===== src/rtl/counter_pkg.sv =====
// Package: shared operation type for the dual-strobe counter.
// Assumes nothing beyond the set of operations the counter register can apply.
package counter_pkg;

    // One operation is applied to the count register per system clock.
    typedef enum logic [2:0] {
        OP_HOLD  = 3'd0,
        OP_CLEAR = 3'd1,
        OP_LOAD  = 3'd2,
        OP_INC   = 3'd3,
        OP_DEC   = 3'd4
    } cnt_op_e;

endpackage : counter_pkg


===== src/rtl/strobe_sync.sv =====
// Module: strobe_sync
// Brings one asynchronous strobe into the system clock domain through a
// chain of STAGES flops. It reports the synchronized level and a one-cycle
// pulse when that level rises.
// Assumes the strobe stays at each level for longer than STAGES clocks.
// The strobes idle high, so the chain resets to ones.
module strobe_sync #(
    parameter int STAGES = 2
) (
    input  logic clk,
    input  logic rst_n,
    input  logic async_in,
    output logic level,
    output logic rise
);

    logic [STAGES-1:0] chain;
    logic              level_d;

    // Shift the raw strobe through the synchronizer chain.
    always_ff @(posedge clk) begin
        if (!rst_n) begin
            chain <= '1;
        end else begin
            chain <= {chain[STAGES-2:0], async_in};
        end
    end

    // Keep the previous synchronized level for edge detection.
    always_ff @(posedge clk) begin
        if (!rst_n) begin
            level_d <= 1'b1;
        end else begin
            level_d <= chain[STAGES-1];
        end
    end

    assign level = chain[STAGES-1];
    assign rise  = chain[STAGES-1] & ~level_d;

endmodule : strobe_sync


===== src/rtl/op_decode.sv =====
// Module: op_decode
// Picks the single operation for this cycle. Clear wins over load, and load
// wins over counting. A count edge qualifies only while the opposite strobe
// is high. Edges from both strobes in the same cycle cancel out.
// Assumes level and rise inputs come from strobe_sync.
module op_decode
    import counter_pkg::*;
(
    input  logic    clr,
    input  logic    load_n,
    input  logic    up_rise,
    input  logic    dn_rise,
    input  logic    up_lvl,
    input  logic    dn_lvl,
    output cnt_op_e op
);

    logic up_ok;
    logic dn_ok;

    assign up_ok = up_rise & dn_lvl;
    assign dn_ok = dn_rise & up_lvl;

    // Resolve the priority between overrides and the two count directions.
    always_comb begin
        if (clr) begin
            op = OP_CLEAR;
        end else if (!load_n) begin
            op = OP_LOAD;
        end else if (up_ok && !dn_ok) begin
            op = OP_INC;
        end else if (dn_ok && !up_ok) begin
            op = OP_DEC;
        end else begin
            op = OP_HOLD;
        end
    end

endmodule : op_decode


===== src/rtl/count_reg.sv =====
// Module: count_reg
// The W-bit count register. It applies the decoded operation on each clock
// edge and wraps naturally at both ends of the range.
// Assumes op is stable before the clock edge (it is combinational from flops
// and from inputs driven away from the edge).
module count_reg
    import counter_pkg::*;
#(
    parameter int W = 4
) (
    input  logic         clk,
    input  logic         rst_n,
    input  cnt_op_e      op,
    input  logic [W-1:0] din,
    output logic [W-1:0] q
);

    localparam logic [W-1:0] ONE = W'(1);

    // Update the stored count according to the selected operation.
    always_ff @(posedge clk) begin
        if (!rst_n) begin
            q <= '0;
        end else begin
            case (op)
                OP_CLEAR: q <= '0;
                OP_LOAD:  q <= din;
                OP_INC:   q <= q + ONE;
                OP_DEC:   q <= q - ONE;
                default:  q <= q;
            endcase
        end
    end

endmodule : count_reg


===== src/rtl/term_flags.sv =====
// Module: term_flags
// Forms the active-low carry and borrow. Each goes low only while the count
// is at its terminal value and the matching synchronized strobe is low.
// Each rises on the same strobe edge that wraps the count, which makes it a
// clean clock for the next stage.
// Assumes the strobe levels are the synchronized ones from strobe_sync.
module term_flags #(
    parameter int W = 4
) (
    input  logic [W-1:0] q,
    input  logic         up_lvl,
    input  logic         dn_lvl,
    output logic         carry_n,
    output logic         borrow_n
);

    logic at_max;
    logic at_min;

    // Detect the two terminal values of the count.
    always_comb begin
        at_max = &q;
        at_min = ~|q;
    end

    // Gate each terminal flag with the low phase of its strobe.
    always_comb begin
        carry_n  = ~(at_max & ~up_lvl);
        borrow_n = ~(at_min & ~dn_lvl);
    end

endmodule : term_flags


===== src/rtl/updn_counter4.sv =====
// Module: updn_counter4 (top)
// A presettable binary up/down counter with separate up and down strobes.
// Clear and load are level overrides. Carry and borrow are active low and
// can drive the strobes of a following stage directly.
// Assumes a free-running clk that is much faster than either strobe.
module updn_counter4
    import counter_pkg::*;
#(
    parameter int W      = 4,
    parameter int STAGES = 2
) (
    input  logic         clk,
    input  logic         rst_n,
    input  logic         clr,
    input  logic         load_n,
    input  logic [W-1:0] din,
    input  logic         up_clk,
    input  logic         dn_clk,
    output logic [W-1:0] q,
    output logic         carry_n,
    output logic         borrow_n
);

    localparam int N_STRB = 2;
    localparam int IDX_UP = 0;
    localparam int IDX_DN = 1;

    logic [N_STRB-1:0] strb_raw;
    logic [N_STRB-1:0] strb_lvl;
    logic [N_STRB-1:0] strb_rise;
    cnt_op_e           op;

    assign strb_raw[IDX_UP] = up_clk;
    assign strb_raw[IDX_DN] = dn_clk;

    // One synchronizer and edge detector per strobe.
    for (genvar i = 0; i < N_STRB; i++) begin : g_sync
        strobe_sync #(.STAGES(STAGES)) u_sync (
            .clk      (clk),
            .rst_n    (rst_n),
            .async_in (strb_raw[i]),
            .level    (strb_lvl[i]),
            .rise     (strb_rise[i])
        );
    end

    op_decode u_dec (
        .clr     (clr),
        .load_n  (load_n),
        .up_rise (strb_rise[IDX_UP]),
        .dn_rise (strb_rise[IDX_DN]),
        .up_lvl  (strb_lvl[IDX_UP]),
        .dn_lvl  (strb_lvl[IDX_DN]),
        .op      (op)
    );

    count_reg #(.W(W)) u_cnt (
        .clk   (clk),
        .rst_n (rst_n),
        .op    (op),
        .din   (din),
        .q     (q)
    );

    term_flags #(.W(W)) u_term (
        .q        (q),
        .up_lvl   (strb_lvl[IDX_UP]),
        .dn_lvl   (strb_lvl[IDX_DN]),
        .carry_n  (carry_n),
        .borrow_n (borrow_n)
    );

endmodule : updn_counter4


===== config.mk =====
export PLATFORM = sky130hd
export DESIGN_NAME = updn_counter4
export DESIGN_NICKNAME = d
export VERILOG_FILES = /design/src/rtl/counter_pkg.sv /design/src/rtl/strobe_sync.sv /design/src/rtl/op_decode.sv /design/src/rtl/count_reg.sv /design/src/rtl/term_flags.sv /design/src/rtl/updn_counter4.sv
export SDC_FILE = /design/constraint.sdc
export NUM_CORES = 1
export LEC_CHECK = 0
export BUFFER_PORTS_ARGS = -buffer_cell sky130_fd_sc_hd__buf_2
export CORE_AREA = 2 2 39 41
export DETAILED_ROUTE_END_ITERATION = 16
export DIE_AREA = 0 0 41 43
export GPL_ROUTABILITY_DRIVEN = 0
export PLACE_DENSITY_LB_ADDON = 0.05
export SLEW_MARGIN = 20
export SYNTH_ARGS = -nofsm -noshare
export SYNTH_HDL_FRONTEND = slang
export SYNTH_SLANG_ARGS = --single-unit

===== constraint.sdc =====
create_clock -name clk -period 2.2 [get_ports clk]
set_clock_uncertainty 0.15 [all_clocks]
set_input_delay 0.11 -clock clk [delete_from_list [all_inputs] [get_ports clk]]
set_output_delay 0.11 -clock clk [all_outputs]
set_load 0.1 [all_outputs]

# ---- Word-level counts from Yosys, hierarchy flattened
# Cells that the tools add are included.
# Widths: inputs -> output; s select.
dict set report totals {
  in_bits 10
  ff_bits 10
  out_inout_bits 6
  word_cells 36
}
dict set report classes {
  n_addsub 2
  n_eq_ne 4
  mux 5
  n_reduce_logical 8
  n_bitwise 12
}
# op count
set op_table {}
lappend op_table {{$pmux 4 s4} 1}
lappend op_table {{$mux 3} 4}
lappend op_table {{$and 1x1->1} 6}
lappend op_table {{$eq 3x2->1 const B} 2}
lappend op_table {{$not 1->1} 6}
lappend op_table {{$add 4x1->4 const B} 1}
lappend op_table {{$reduce_and 4->1} 1}
lappend op_table {{$reduce_bool 4->1} 1}
lappend op_table {{$reduce_or 4->1} 1}
lappend op_table {{$sub 4x1->4 const B} 1}
lappend op_table {{$eq 3x1->1 const B} 1}
lappend op_table {{$eq 3x3->1 const B} 1}
lappend op_table {{$logic_not 1->1} 3}
lappend op_table {{$logic_and 1x1->1} 2}

# ---- Longest topological paths before layout
dict set report depth {
  ltp_word 11
  depth_mapped 7
  ltp_nobuf 7
}

# ---- Cells and area by module
# A second synthesis with hierarchy kept.
dict set report unflattened {
  hier_cells 73
  area_unflattened_um2 623.1
}
# module cells_per_inst area_per_inst_um2 n_inst seq_area_each_um2
set by_module_without_submodules {}
lappend by_module_without_submodules {count_reg 48 372.9 1 80.1}
lappend by_module_without_submodules {strobe_sync 7 92.6 2 60.1}
lappend by_module_without_submodules {op_decode 6 40.0 1 0.0}
lappend by_module_without_submodules {term_flags 5 25.0 1 0.0}

# ---- Worst setup path after synthesis
# OpenSTA, ideal clock, no wires.
dict set report synth_timing {
  kind {flip-flop to flip-flop}
  from {reg u_cnt.q[2]}
  to {reg u_cnt.q[3]}
  setup_time_ns 0.123
  required_ns 1.927
  synth_period_minus_slack_ns 2.280
  slack_ns -0.080
  stages_incl_launch_ff 6
  n_path_buf 0
  t_arrival_ns 2.007
  path_cell_list {dfxtp_1 ha_1 nand3_1 a2111oi_2 nor3_1 nand3b_1}
}
dict set report synth_between {
  elab_chain_cells 2
  elab_cells_between_ends 3
  cone_classes {2 x add/sub; 1 x mux}
}
# item line
set synth_rtl {}
lappend synth_rtl {{from (decl)} count_reg.sv:15} ;# output logic [W-1:0] q
lappend synth_rtl {{from (signal assigned)} count_reg.sv:27} ;# OP_LOAD: q <= din;
lappend synth_rtl {{from (signal assigned)} count_reg.sv:28} ;# OP_INC: q <= q + ONE;
lappend synth_rtl {{from (signal assigned)} count_reg.sv:29} ;# OP_DEC: q <= q - ONE;
lappend synth_rtl {{$sub 4x1->4 or $add 4x1->4 (tied branches)} {count_reg.sv:29, count_reg.sv:28}}
lappend synth_rtl {{$pmux 4 s4 (*)} count_reg.sv:25} ;# case (op)
# Every way passes the cells marked *; elsewhere a longest branch is shown, timed or not.
# A chain may end at the register's enable or synchronous reset.

# ---- Worst setup path in the final report
dict set report layout_timing {
  from {reg g_sync[1].u_sync.chain[1]}
  to {reg u_cnt.q[3]}
}
dict set report layout_between {
  elab_chain_cells 9
  elab_cells_between_ends 17
  cone_classes {4 x eq/ne; 5 x mux; 3 x bitwise; 5 x reduce/logical}
}
# item line
set layout_rtl {}
lappend layout_rtl {{from (decl)} strobe_sync.sv:17} ;# logic [STAGES-1:0] chain;
lappend layout_rtl {{from (signal assigned)} strobe_sync.sv:25} ;# chain <= {chain[STAGES-2:0], async_in};
lappend layout_rtl {{$and 1x1->1 (on tied branches)} {strobe_sync.sv:39, op_decode.sv:21}}
lappend layout_rtl {{$and 1x1->1 or $logic_not 1->1 (tied branches)} {op_decode.sv:22, op_decode.sv:32}}
lappend layout_rtl {{$logic_and 1x1->1 or $logic_not 1->1 (tied branches)} {op_decode.sv:32, op_decode.sv:30}}
lappend layout_rtl {{$mux 3 or $logic_and 1x1->1 (tied branches)} {op_decode.sv:32, op_decode.sv:30}}
lappend layout_rtl {{$mux 3 (*)} op_decode.sv:30} ;# end else if (up_ok && !dn_ok) begin
lappend layout_rtl {{$mux 3 (*)} op_decode.sv:28} ;# end else if (!load_n) begin
lappend layout_rtl {{$mux 3 (*)} op_decode.sv:26} ;# if (clr) begin
lappend layout_rtl {{$eq 3x3->1 (tied with other cells)} count_reg.sv:25}
lappend layout_rtl {{$pmux 4 s4 or $reduce_bool 4->1 (tied branches)} -}
# Marked as above.

==> out/metrics.yaml <==
outcome:
  status: "completed"
job:
  maxCapViolCount: 0
pwr:
  p_seq_frac: 0.448
  p_clk_frac: 0.379
  peakVddDrop_mv: 0.341
  intPower_mw: 0.318
  power.leakage_nw: 0.325
  powerDensity_nw_per_um2: 591
  finalPower_mw: 0.437
  switchingPower_mw: 0.119
  netSwitchingFraction: 0.272
  pwr-share-comb: 0.173
cts:
  cts-root-buf: "clkbuf_4"
  post_cts_buffers: 0
  cts-htree-levels: 1
  cts_buffers: 3
  cts_buffer_depth: 2
  cts_tree: "done"
  insertion_delay_ns: 0.26
  path_clk_slew_ns: 0.08
  cts.sinks: 10
placed_design:
  port_buffers: 15
  placed_cell_area_um2: 633
  dp_hpwl_um: 868
layout:
  design_area_um2: 739
  area_growth_pct: 37.1
  layout_commonest_cell: "buf_2"
  n_antenna_cell: 0
  drive_gt1_frac: 0.289
  final_cell_mix: "buf_2 (15), nand2b_1 (9), dfxtp_1 (8)"
  fill_cells: 132
  final_net_count: 97
global_route:
  overflow: 0
  grt_pass1_vias: 507
  grt_max_degree: 12
  grtUsageTotal: 0.180
  grt_pass1_wl_um: 2090
  antenna_found_initial: 0
floorplanning:
  die_w_um: 41
  die_h_um: 43
  ioPinCount: 16
  core_area_um2: 1380
  start_util: 0.390
  dieArea_um2: 1760
  row_count: 14
yosys:
  synth_area_per_cell_um2: 9.30
  async_flop_share: 0
  netlist_area_um2: 539
  synth.distinct_cells: 27
  syn_nets: 71
  yosysSeqAreaShare: 0.371
  synth_flop_cell: "dfxtp_1"
  synth_cells: 58
  ys_seq_elements: 10
  synth-edff-count: 0
  yosys_warnings: 0
routing:
  drtIter0Drc: 2
  via_count: 503
  routed_wl_um: 1180
  avgRoutedWirePerCell_um: 11.9
  dr.pass1.iters: 4
  viasPerCell: 5.08
  drc: 0
  antenna_left: 0
worst_setup_path:
  required_ns: 2.21
  cp_max_fo: 7
  critPathCaptureType: "register"
  cp_data_arrival_time_ns: 2.04
  critPathKind: "register to register"
  crit_path_start_kind: "register"
timing:
  rsz0062_at_grt: "false"
  period_share: 0.924
  hold_viol_final: 0
  relSlewSlack: 0.676
  holdWs_ns: 0.00815
  slew_violations: 0
  tightest_slew_ns: 0.489
  max_freq_ghz: 0.492
  setup_tns_ns: 0
  min_period_ns: 2.03
  setup_viol: 0
min_path:
  hold_path.class: "primary input to register"
[what timing repair did]
| action | in CTS | in global routing |
|---|---|---|
| resized for setup | 0 | 0 |
| hold endpoints to repair | 8 | 0 |
| hold buffers | 7 | 0 |
[cells in the mapped netlist, drive strengths merged (2+ instances only)]
cell	instances	area (µm²)
ha	2	25.0
nor3	3	15.0
inv	2	7.51
nor2	5	18.8
nand2	4	15.0
dfxtp	10	200
a21oi	2	10.0
nand4b	2	32.5
o211ai	2	15.0
nand2b	9	56.3
nand3	2	10.0
[cell type report]
class	instances	area [µm²]	area share
inverters	2	7.51	0.0102
repair buffers	22	145	0.196
multi-input cells	45	328	0.443
flip-flops and latches	10	203	0.274
well taps	16	20.0	0.0271
clock buffers	4	36.3	0.0491
[power by group through the flow]
stage          Clock, mW  Sequential, mW  Combinational [mW]
2_1_floorplan          0           0.218              0.0293
3_3_place_gp           0           0.200              0.0669
3_5_place_dp           0           0.200              0.0664
4_1_cts            0.174           0.196              0.0760
5_1_grt            0.183           0.197              0.0822
6_report           0.165           0.196              0.0757
[registers in the layout (all words and copies together), names as in the netlist]
| register | count |
|---|---|
| g_sync.u_sync.chain | 4 |
| g_sync.u_sync.level_d | 2 |
| u_cnt.q | 4 |
[worst paths after layout]
kind	slack (ns)	from	endpoint	cells past startpoint
setup reg to reg	0.17	g_sync[1].u_sync.chain[1]	u_cnt.q[3]	7
hold reg to reg	0.26	g_sync[1].u_sync.chain[0]	g_sync[1].u_sync.chain[1]	1
hold / removal	0.008	clr	u_cnt.q[1]	3
setup / recovery	0.17	g_sync[1].u_sync.chain[1]	u_cnt.q[3]	7
[cell families after synthesis]
group	Yosys count	synth area share
flops	10	0.371
compound gates	10	0.137
buf+inv	3	0.0209
fa+ha+maj	3	0.0835
simple gates	30	0.355
xor+xnor	2	0.0325
[per-layer routing]
layer,routed length [µm],vias to the layer above,track usage
met1,497,237,0.220
met3,33,2,0.0471
met5,0,-,0
met2,639,7,0.281
met4,11,0,0.0800
li1,-,257,-
[worst max-delay path, cell delays in order (launching register included)]
cell and delay (ns):
dfxtp_1 0.40, nand4b_4 0.16, nor2_1 0.25, ha_1 0.31
a21oi_1 0.22, and4bb_1 0.24, nor3_1 0.05, nand3b_1 0.16
[metrics by stage]
| stage | cells | utilization | setup slack, ns |
|---|---|---|---|
| floorplan | 58 | - | 0.0665 |
| global placement | 88 | 0.458 | 0.185 |
| detailed placement | 88 | 0.458 | 0.156 |
| CTS | 99 | 0.534 | 0.158 |
| global route | 99 | 0.534 | 0.0275 |
| finish | 99 | 0.534 | 0.168 |
Note: power is estimated with default switching activity, not from simulation.
